`src/rtl/ks_adder_pkg.sv`:
```
package ks_adder_pkg;

    typedef struct packed {
        logic g;
        logic p;
    } gp_t;

    // Merge a higher group with the adjacent lower group into one group.
    function automatic gp_t gp_merge(input gp_t hi, input gp_t lo);
        gp_t r;
        r.g = hi.g | (hi.p & lo.g);
        r.p = hi.p & lo.p;
        return r;
    endfunction

    // Merge whose result reaches the carry-in: only the generate term matters.
    function automatic gp_t gp_merge_final(input gp_t hi, input gp_t lo);
        gp_t r;
        r.g = hi.g | (hi.p & lo.g);
        r.p = 1'b0;
        return r;
    endfunction

endpackage

```
`src/rtl/ks_gp_stage.sv`:
```
module ks_gp_stage
    import ks_adder_pkg::*;
#(
    parameter int WIDTH = 16
) (
    input  logic [WIDTH-1:0] a_i,
    input  logic [WIDTH-1:0] b_i,
    input  logic             cin_i,
    output gp_t  [WIDTH-1:0] gp_o,
    output logic [WIDTH-1:0] half_o
);

    always_comb begin
        half_o = a_i ^ b_i;
        for (int i = 0; i < WIDTH; i++) begin
            gp_o[i].g = a_i[i] & b_i[i];
            gp_o[i].p = half_o[i];
        end
        // Bit 0 absorbs the carry-in: its group reaches position -1,
        // whose propagate is zero.
        gp_o[0].g = (a_i[0] & b_i[0]) | (half_o[0] & cin_i);
        gp_o[0].p = 1'b0;
    end

endmodule

```
`src/rtl/ks_prefix_tree.sv`:
```
module ks_prefix_tree
    import ks_adder_pkg::*;
#(
    parameter int WIDTH = 16
) (
    input  gp_t  [WIDTH-1:0] gp_i,
    output logic [WIDTH-1:0] carry_o
);

    localparam int LEVELS = $clog2(WIDTH);

    gp_t [WIDTH-1:0] lvl [LEVELS+1];

    assign lvl[0] = gp_i;

    for (genvar l = 0; l < LEVELS; l++) begin : g_level
        localparam int SPAN = 1 << l;
        for (genvar i = 0; i < WIDTH; i++) begin : g_bit
            if (i < SPAN) begin : g_pass
                assign lvl[l+1][i] = lvl[l][i];
            end else if (i < 2 * SPAN) begin : g_gray
                assign lvl[l+1][i] = gp_merge_final(lvl[l][i], lvl[l][i-SPAN]);
            end else begin : g_black
                assign lvl[l+1][i] = gp_merge(lvl[l][i], lvl[l][i-SPAN]);
            end
        end
    end

    for (genvar i = 0; i < WIDTH; i++) begin : g_out
        assign carry_o[i] = lvl[LEVELS][i].g;
    end

    // A bit with equal operand bits kills or generates regardless of lower bits.
    always_comb begin
        for (int i = 1; i < WIDTH; i++) begin
            if (!gp_i[i].p) begin
                AST_KILL_GEN: assert (carry_o[i] == gp_i[i].g);
            end
        end
    end

endmodule

```
`src/rtl/ks_sum_stage.sv`:
```
module ks_sum_stage #(
    parameter int WIDTH = 16
) (
    input  logic [WIDTH-1:0] half_i,
    input  logic [WIDTH-1:0] carry_i,
    input  logic             cin_i,
    output logic [WIDTH-1:0] sum_o,
    output logic             cout_o
);

    assign sum_o  = half_i ^ {carry_i[WIDTH-2:0], cin_i};
    assign cout_o = carry_i[WIDTH-1];

endmodule

```
`src/rtl/ks_adder.sv`:
```
module ks_adder
    import ks_adder_pkg::*;
#(
    parameter int WIDTH = 16
) (
    input  logic [WIDTH-1:0] a_i,
    input  logic [WIDTH-1:0] b_i,
    input  logic             cin_i,
    output logic [WIDTH-1:0] sum_o,
    output logic             cout_o
);

    gp_t  [WIDTH-1:0] gp;
    logic [WIDTH-1:0] half;
    logic [WIDTH-1:0] carry;

    ks_gp_stage #(.WIDTH(WIDTH)) u_pre (
        .a_i    (a_i),
        .b_i    (b_i),
        .cin_i  (cin_i),
        .gp_o   (gp),
        .half_o (half)
    );

    ks_prefix_tree #(.WIDTH(WIDTH)) u_tree (
        .gp_i    (gp),
        .carry_o (carry)
    );

    ks_sum_stage #(.WIDTH(WIDTH)) u_post (
        .half_i  (half),
        .carry_i (carry),
        .cin_i   (cin_i),
        .sum_o   (sum_o),
        .cout_o  (cout_o)
    );

    logic [WIDTH:0] ref_total;
    assign ref_total = {1'b0, a_i} + {1'b0, b_i} + {{WIDTH{1'b0}}, cin_i};

    always_comb begin
        AST_SUM_MATCH: assert (sum_o == ref_total[WIDTH-1:0]);
        AST_COUT_MATCH: assert (cout_o == ref_total[WIDTH]);
        if (a_i == ~b_i) begin
            AST_ALL_PROP: assert (cout_o == cin_i && sum_o == {WIDTH{~cin_i}});
        end
        if (a_i == '0 && b_i == '0) begin
            AST_ZERO_OPS: assert (!cout_o && sum_o == {{(WIDTH-1){1'b0}}, cin_i});
        end
        if (&a_i && &b_i) begin
            AST_ONES_OPS: assert (cout_o && sum_o == {{(WIDTH-1){1'b1}}, cin_i});
        end
    end

endmodule

```
`config.mk`:
```
export PLATFORM = sky130hd
export DESIGN_NAME = ks_adder
export DESIGN_NICKNAME = d
export VERILOG_FILES = /design/src/rtl/ks_adder_pkg.sv /design/src/rtl/ks_gp_stage.sv /design/src/rtl/ks_prefix_tree.sv /design/src/rtl/ks_sum_stage.sv /design/src/rtl/ks_adder.sv
export SDC_FILE = /design/constraint.sdc
export NUM_CORES = 1
export LEC_CHECK = 0
export BUFFER_PORTS_ARGS = -buffer_cell sky130_fd_sc_hd__buf_2
export CAP_MARGIN = 30
export CELL_PAD_IN_SITES_DETAIL_PLACEMENT = 0
export CELL_PAD_IN_SITES_GLOBAL_PLACEMENT = 1
export CORE_MARGIN = 4
export CORE_UTILIZATION = 32
export DETAILED_ROUTE_END_ITERATION = 10
export GPL_ROUTABILITY_DRIVEN = 0
export PLACE_DENSITY_LB_ADDON = 0.1
export SYNTH_ARGS = -nofsm -noshare
export SYNTH_HDL_FRONTEND = slang
export SYNTH_HIERARCHICAL = 1
export SYNTH_SLANG_ARGS = --single-unit
```
`constraint.sdc`:
```
create_clock -name vclk -period 2.4
set_input_delay 0.36 -clock vclk [all_inputs]
set_output_delay 0.36 -clock vclk [all_outputs]
set_load 0.02 [all_outputs]
```
* Yosys cells after proc, flatten, opt, wreduce, memory -nomap -nowiden
Index checks and enable logic that the tools add are counted.
Cells by class: bitwise gates (word level) 152
Operators by type and width (count):
- $and 1x1->1 | 100
- $or 1x1->1 | 50
- $xor 16x16->16 | 2
Word-level totals: register bits 0, input bits 33, output and inout bits 17

* Longest topological paths before layout
Gate-level depths: netlist of run 1.
depth after elaboration 11, depth in mapped cells 9, gate-level depth less buffers 9

* Modules after synthesis
The synthesis of run 1 kept the hierarchy.
Modules (own cells, without submodules):
- ks_prefix_tree | instances 1, cells an instance 59, area an instance 371.6 um2, seq. area each 0.0 um2
- ks_gp_stage | instances 1, cells an instance 34, area an instance 331.6 um2, seq. area each 0.0 um2
- ks_sum_stage | instances 1, cells an instance 17, area an instance 147.6 um2, seq. area each 0.0 um2

* Worst setup path before layout of run 1
No wires, ideal clock.
path kind in2out, start point input port a_i[0], end point output port sum_o[15], arrival time 2.075 ns, required time 2.040 ns, path slack -0.035 ns, stages 8, buffers on the path 0, cells stage by stage ha_1 a21o_1 a211oi_2 o21ai_1 a21oi_2 a21oi_2 a221o_1 xor2_1
RTL lines:
- from (decl) | line ks_adder.sv:6 | input logic [WIDTH-1:0] a_i,
- to (decl) | line ks_adder.sv:9 | output logic [WIDTH-1:0] sum_o,

==> run metrics, run 1 <==
outcome finished, violations left; failing checks negative setup slack; WL final between 2000 and 2500 µm; Final Power between 0.0004 and 0.0005 W; Vias about 930; Worst Hold Class input pin to primary output; Clock Power Share 0; largest net degree at the start of global routing 7; critical path peak fanout 2; Flop pwr share 0; Pre-antenna DRT Iters 2; synthesized cell area around 840 µm²; Critical Path Sink sum_o[14]; post-synthesis average cell area 7.774 µm²; CP endpoint kind primary output; Clock buffer cells 0; Tot GR Track Use 0.1142; placed insts between 150 and 200; P_leak 0.7299 nW; initial antenna violation count 0; Post-Syn Instances ~110; nets 218; hpwl dp around 1800 µm; Setup TNS -0.1560 ns; Sw Share 0.5075; Vias/cell roughly 4.7; critical path's slowest cell a211oi_2; Setup WS post-layout -0.05073 ns; RSZ-0062 raised after global routing yes; routed len/inst ~11 µm; PwrDens about 360 mW/mm²; Die Wd roughly 59 µm; Comb power frac 1.000; vias in the first global route roughly 900; Reg area 0 µm²; Die Y-Extent between 50 and 60 µm; Psw around 0.00024 W; Critical Path AT ~2.1 ns; layout cells sized above 1 0.5329; DRT antenna net count 0; Pint 0.0002368 W; Hold Buf Count CTS 0; CP Class input pin to primary output; Rel. slew slack 0.7501; Peak Freq ~0.41 GHz; Final min period 2.451 ns; first-pass GRT wire length approximately 3400 µm; Final Hold Viols 0; Site Rows 18; Antenna diodes 0; Finish-stage setup viols 5; dpl ws -0.2192 ns; Die ar. around 0.0035 mm²; Final Max Tran Viols 0; CP startpoint a_i[0]; worst endpoint required time roughly 2.0 ns; critical path, cell by cell buf_6, ha_4, a21o_1, a211oi_2, o21ai_2, a21oi_2, a21oi_2, buf_4, a21o_1, xor2_1, buf_4; CORE AREA 0.002500 mm²; Worst Tran Pin Value about 0.37 ns; total grt overflow 0; max incr delay on CP ~0.25 ns; yosys warns 6; Starting Density 0.3358; PortBufs 50; DRT iter0 DRCs 1; Top-Level Pins 50; Worst setup SP type input pin; Net Count, Synth 157; Worst Hold Path Cells 3; area delta synth->final 57.38%; final core utilization 0.5285; Seq Cell Count 0; Max VDD drop between 150 and 200 µV; Non-Filler Instances ~200; period utilization 1.021; Residual DRC 0; Max Cap Viol 0
## worst min path at each step
| stage | from | end | slack [ns] |
|---|---|---|---|
| 2_1_floorplan | cin_i | sum_o[0] | 0.85 |
| 3_3_place_gp | cin_i | sum_o[0] | 1.02 |
| 3_5_place_dp | cin_i | sum_o[0] | 1.02 |
| 4_1_cts | cin_i | sum_o[0] | 1.03 |
| 5_1_grt | cin_i | sum_o[0] | 1.05 |
| 6_report | cin_i | sum_o[0] | 1.02 |
## final cells by class
class | instances | area, µm²
Multi-Input combinational cell | 88 | 764.5
Timing Repair Buffer | 76 | 505.5
Fill cell | 250 | 1179
Inverter | 3 | 13.76
Tap cell | 30 | 37.54
## cells in the final DEF, fill, tap and decap left out, types with 3 or more instances in the layout
cell / n
buf_2: 38
buf_4: 30
xor2_1: 15
ha_1: 15
a21oi_1: 9
buf_6: 8
a21o_1: 8
nand2_1: 5
nor2_1: 5
nand2b_1: 3
o21ai_1: 3
a21oi_2: 3
## routing by layer
| layer | track usage | part of all wire | vias up |
|---|---|---|---|
| li1 | - | - | 492 |
| met1 | 0.1430 | 0.41 | 406 |
| met2 | 0.2231 | 0.52 | 29 |
| met3 | 0.006536 | 0.072 | 0 |
| met4 | 0 | 0 | 0 |
| met5 | 0 | 0 | - |
## timing repair
action                                  in CTS  in global routing
pin swaps                                   15                 11
buffers inserted                             3                  1
endpoints found under the setup margin       6                 11
resized for setup                           14                 13
## power by group through the flow
stage	combinational [W]	sequential, W	clock, W
floorplan	0.000291	0	0
CTS	0.000457	0	0
global placement	0.000414	0	0
finish	0.000481	0	0
global route	0.000526	0	0
detailed placement	0.000417	0	0
## through the flow
| step | hold WS, ns | area [µm²] |
|---|---|---|
| after floorplan | 0.8483 | 847.1 |
| after global placement | 1.021 | 1172 |
| after detailed placement | 1.024 | 1172 |
| after CTS | 1.025 | 1257 |
| after global routing | 1.046 | 1321 |
| final | 1.022 | 1321 |
## critical path, delay by kind of cell
family	cells	cell delay (ns)
compound gates	6	0.95
buf+inv	3	0.40
fa+ha+maj	1	0.22
xor+xnor	1	0.15
No activity file was read; power rests on OpenSTA's default activity.
==> inputs of run 2 (changes only) <==
--- a/config.mk
+++ b/config.mk
@@ -18,3 +18,4 @@
 export SYNTH_HDL_FRONTEND = slang
 export SYNTH_HIERARCHICAL = 1
 export SYNTH_SLANG_ARGS = --single-unit
+export TNS_END_PERCENT = 50
==> run metrics, run 2 (synthesized netlist as in run 1, its figures left out) <==
Rel. slew slack 0.7500 (was 0.7501); final hold slack 1.022 ns (unchanged); PortBufs 50 (unchanged); DRT antenna net count 0 (unchanged); area delta synth->final 54.84% (was 57.38%); nets 217 (was 218); period utilization 1.029 (was 1.021); Final Hold Viols 0 (unchanged); Critical Path AT 2.11 ns (was 2.09 ns); met3 routed WL 153 µm (unchanged); Pre-antenna DRT Iters 2 (unchanged); layout cells sized above 1 0.5181 (was 0.5329); Reg area 0 µm² (unchanged); critical path peak fanout 3 (was 2); Top-Level Pins 50 (unchanged); total grt overflow 0 (unchanged); CORE AREA 0.002500 mm² (unchanged); Hold Buf Count CTS 0 (unchanged); initial antenna violation count 0 (unchanged); max incr delay on CP 0.23 ns (was 0.25 ns); CP Class input pin to primary output (unchanged); Setup WS post-layout -0.07045 ns (was -0.05073 ns); HP Start cin_i (unchanged); PwrDens 362.7 mW/mm² (was 364.0 mW/mm²); Starting Density 0.3358 (unchanged); Worst Hold Class input pin to primary output (unchanged); WL final 2047 µm (was 2116 µm); Site Rows 18 (unchanged); Seq Cell Count 0 (unchanged); met1 WL 837 µm (was 857 µm); first-pass GRT wire length 3318 µm (was 3401 µm); fillers 252 (was 250); Peak Freq 0.4048 GHz (was 0.4080 GHz); critical path's slowest cell a32oi_4 (was a211oi_2); commonest non-fill, non-tap cell in the layout buf_2 (unchanged); Worst Tran Pin Value 0.3711 ns (was 0.3709 ns); commonest cells after routing, fill and taps aside buf_2 (38), buf_4 (30), xor2_1 (15), ha_1 (15), a21oi_1 (10) (was buf_2 (38), buf_4 (30), xor2_1 (15), ha_1 (15), a21oi_1 (9)); Final min period 2.470 ns (was 2.451 ns); Residual DRC 0 (unchanged); routed len/inst 10.44 µm (was 10.74 µm); worst endpoint required time 2.04 ns (about the same); RSZ-0062 raised after global routing yes (unchanged); critical path, cell by cell buf_6, ha_4, a21o_1, buf_6, a21o_1, nand2_2, o21a_4, inv_4, a32oi_4, a21oi_1, xor2_1, buf_4 (was buf_6, ha_4, a21o_1, a211oi_2, o21ai_2, a21oi_2, a21oi_2, buf_4, a21o_1, xor2_1, buf_4); Critical Path Sink sum_o[12] (was sum_o[14]); CP startpoint b_i[0] (was a_i[0]); CP endpoint kind primary output (unchanged); failing checks negative setup slack (unchanged); P_leak 0.7236 nW (was 0.7299 nW); met2 routed wirelength 1057 µm (was 1105 µm); highest metal used met3 (unchanged); Clock buffer cells 0 (unchanged); DRT iter0 DRCs 7 (was 1); Die Y-Extent 59.22 µm (unchanged); Worst setup SP type input pin (unchanged); largest net degree at the start of global routing 7 (unchanged); vias in the first global route 872 (was 892); Die ar. 0.003507 mm² (unchanged); dpl ws -0.2192 ns (unchanged); Die Wd 59.22 µm (unchanged); Final Max Tran Viols 0 (unchanged); Max VDD drop 185.4 µV (was 185.5 µV); Finish-stage setup viols 6 (was 5); outcome finished, violations left (unchanged); Vias/cell 4.730 (was 4.706); hpwl dp 1760 µm (unchanged); Vias 927 (unchanged); Max Cap Viol 0 (unchanged); Tot GR Track Use 0.1111 (was 0.1142); Antenna diodes 0 (unchanged)
[run 2: changes by cell type in the layout (fill, tap and decap cells not counted)]
cell and delta:
o2111ai_2 -1, buf_6 -1, o2111ai_1 +1, a21oi_2 -1, a21oi_1 +1
[run 2: worst min path at each step]
stage | slack, ns | depth (start not counted) | endpoint
after floorplan | 0.85 | 1 | sum_o[0]
after global placement | 1.02 | 3 | sum_o[0]
after detailed placement | 1.02 | 3 | sum_o[0]
after CTS | 1.03 | 3 | sum_o[0]
after global routing | 1.05 | 3 | sum_o[0]
final | 1.02 | 3 | sum_o[0]
[run 2: per-stage QoR]
step	power [W]	instance area [µm²]	utilization	cells	setup TNS, ns
floorplan	0.0002914	847.1	-	108	0
global placement	0.0004143	1172	0.4690	193	-0.3802
detailed placement	0.0004173	1172	0.4690	193	-0.5871
CTS	0.0004474	1231	0.4925	195	-0.5873
global route	0.0005166	1300	0.5200	196	-1.027
finish	0.0004715	1300	0.5200	196	-0.2459
[run 2: cell type report]
type	instances	area (µm²)	share of cell area
Inverter	3	13.76	0.01059
Multi-Input combinational cell	88	754.5	0.5804
Tap cell	30	37.54	0.02887
Timing Repair Buffer	75	494.2	0.3802
[run 2: where the power goes]
group	leakage [nW]	internal [W]	switching (W)
clock network	0	0	0
logic	0.724	0.000232	0.000239
registers	0	0	0
total	0.724	0.000232	0.000239
[run 2: per-layer routing]
layer	global-route usage	vias up
met5	0	-
met4	0	0
met3	0.006536	0
met2	0.2137	29
met1	0.1417	405
li1	-	493
[run 2: what timing repair did]
item	CTS	global route
setup endpoints to repair	6	11
pin swaps	15	10
buffers inserted	2	1
gates resized for setup	11	13
gates cloned	0	0
[run 2: worst max-delay path: cells and delay by family]
kind	cells	cell delay (ns)
AOI/OAI and AO/OA	5	0.86
xor gates and xnor gates	1	0.17
adders and majority gates	1	0.22
buffers and inverters	4	0.42
and+or+nand+nor	1	0.08
==> inputs of run 3 (changes only) <==
--- a/config.mk
+++ b/config.mk
@@ -13,7 +13,7 @@
 export CORE_UTILIZATION = 32
 export DETAILED_ROUTE_END_ITERATION = 10
 export GPL_ROUTABILITY_DRIVEN = 0
-export PLACE_DENSITY_LB_ADDON = 0.1
+export PLACE_DENSITY = 0.91
 export SYNTH_ARGS = -nofsm -noshare
 export SYNTH_HDL_FRONTEND = slang
 export SYNTH_HIERARCHICAL = 1
==> run metrics, run 3 (synthesized netlist as in run 1, its figures left out) <==
total grt overflow 0 (unchanged); Residual DRC 0 (unchanged); Worst setup SP type input pin (unchanged); P_leak 0.7173 nW (was 0.7236 nW); Max VDD drop 186.4 µV (was 185.4 µV); Die Y-Extent 59.22 µm (unchanged); RSZ-0062 raised after global routing yes (unchanged); HP Start cin_i (unchanged); outcome finished, violations left (unchanged); worst endpoint required time 2.04 ns (about the same); commonest non-fill, non-tap cell in the layout buf_2 (unchanged); DRT antenna net count 0 (unchanged); PwrDens 361.4 mW/mm² (was 362.7 mW/mm²); nets 218 (was 217); commonest cells after routing, fill and taps aside buf_2 (40), buf_4 (34), xor2_1 (15), ha_1 (15), a21oi_1 (9) (was buf_2 (38), buf_4 (30), xor2_1 (15), ha_1 (15), a21oi_1 (10)); critical path peak fanout 3 (unchanged); vias in the first global route 904 (was 872); failing checks negative setup slack (unchanged); CP endpoint kind primary output (unchanged); Die ar. 0.003507 mm² (unchanged); WL final 2124 µm (was 2047 µm); Hold Buf Count CTS 0 (unchanged); Final Max Tran Viols 0 (unchanged); Vias/cell 4.706 (was 4.730); Comb power frac 1.000 (about the same); layout cells sized above 1 0.5269 (was 0.5181); Reg area 0 µm² (unchanged); met2 routed wirelength 1108 µm (was 1057 µm); Rel. slew slack 0.7727 (was 0.7500); Vias 927 (unchanged); initial antenna violation count 0 (unchanged); Pint 0.0002222 W (was 0.0002320 W); met3 routed WL 159 µm (was 153 µm); CP Class input pin to primary output (unchanged); Max Cap Viol 0 (unchanged); Tot GR Track Use 0.1161 (was 0.1111); Peak Freq 0.4072 GHz (was 0.4048 GHz); Worst Hold Path Cells 3 (unchanged); Top-Level Pins 50 (unchanged); hold worst-path end sum_o[0] (unchanged); Flop pwr share 0 (about the same); Setup WS post-layout -0.05553 ns (was -0.07045 ns); Antenna diodes 0 (unchanged); hpwl dp 1809 µm (was 1760 µm); Psw 0.0002399 W (was 0.0002395 W); final core utilization 0.5115 (was 0.5200); Starting Density 0.3358 (unchanged); Critical Path AT 2.10 ns (was 2.11 ns); Final Power 0.0004621 W (was 0.0004715 W); DRT iter0 DRCs 10 (was 7); PortBufs 50 (unchanged); Sw Share 0.5192 (was 0.5079); Worst Hold Class input pin to primary output (unchanged); Site Rows 18 (unchanged); Clock buffer cells 0 (unchanged); period utilization 1.023 (was 1.029); routed len/inst 10.78 µm (was 10.44 µm); Worst Tran Pin Value 0.3374 ns (was 0.3711 ns); largest net degree at the start of global routing 6 (was 7); CORE AREA 0.002500 mm² (unchanged); highest metal used met3 (unchanged); Clock Power Share 0 (about the same); met1 WL 856 µm (was 837 µm); area of the multi-input gates 752.0 µm² (was 754.5 µm²); area delta synth->final 52.31% (was 54.84%); Seq Cell Count 0 (unchanged); Final min period 2.456 ns (was 2.470 ns); fillers 240 (was 252); Pre-antenna DRT Iters 2 (unchanged); Finish-stage setup viols 6 (unchanged); Final Hold Viols 0 (unchanged); first-pass GRT wire length 3387 µm (was 3318 µm); Die Wd 59.22 µm (unchanged)
==> run 3: changes by cell type in the layout (fill, tap and decap cells not counted) <==
cell / previous run / this run
o21a_2: 0 / 1
a21oi_2: 2 / 3
inv_2: 0 / 1
o21a_4: 1 / 0
buf_4: 30 / 34
inv_4: 1 / 0
buf_6: 7 / 2
buf_2: 38 / 40
a21oi_1: 10 / 9
==> run 3: layout make-up <==
| type | count | share of cell area |
|---|---|---|
| multi-input cells | 88 | 0.5881 |
| repair buffers | 76 | 0.3738 |
| well taps | 30 | 0.02935 |
| inverters | 3 | 0.008806 |
==> run 3: how the worst max path moves through the flow <==
stage / startpoint / end
final: b_i[0] / sum_o[15]
after global routing: a_i[0] / cout_o
after CTS: b_i[0] / sum_o[15]
after detailed placement: a_i[0] / sum_o[15]
after global placement: a_i[0] / sum_o[15]
after floorplan: a_i[0] / sum_o[15]
==> run 3: metal layers <==
layer / vias up / GRT usage
li1: 492 / -
met1: 405 / 0.1289
met2: 30 / 0.2480
met3: 0 / 0.004357
met4: 0 / 0
met5: - / 0
==> run 3: worst max-delay path, stage by stage <==
cell      delay, ns
buf_6          0.10
ha_4           0.22
a21o_1         0.17
a211oi_2       0.24
o21ai_2        0.10
a21oi_2        0.18
a21oi_2        0.10
a221o_1        0.33
xor2_2         0.15
buf_4          0.15
==> run 3: through the flow <==
step	TNS (ns)	area, µm²	hold slack (ns)	instances	setup slack [ns]
after floorplan	0	847.1	0.8483	108	0.02836
after global placement	-0.6535	1150	1.019	190	-0.1715
after CTS	-0.3774	1242	1.036	195	-0.1697
final	-0.1905	1279	1.034	197	-0.05553
after global routing	-1.208	1279	1.052	197	-0.1781
after detailed placement	-0.9091	1150	1.035	190	-0.1999
==> run 3: power by group through the flow <==
stage / logic (W) / registers [W] / clock network [W]
floorplan: 0.000291 / 0 / 0
global placement: 0.000400 / 0 / 0
detailed placement: 0.000408 / 0 / 0
CTS: 0.000447 / 0 / 0
global route: 0.000505 / 0 / 0
finish: 0.000462 / 0 / 0
==> run 3: what timing repair did <==
item / 4_1_cts / 5_1_grt
hold endpoints to repair: 0 / 0
pin swaps: 14 / 11
setup buffers: 5 / 2
resized for setup: 12 / 5
setup endpoints to repair: 7 / 10
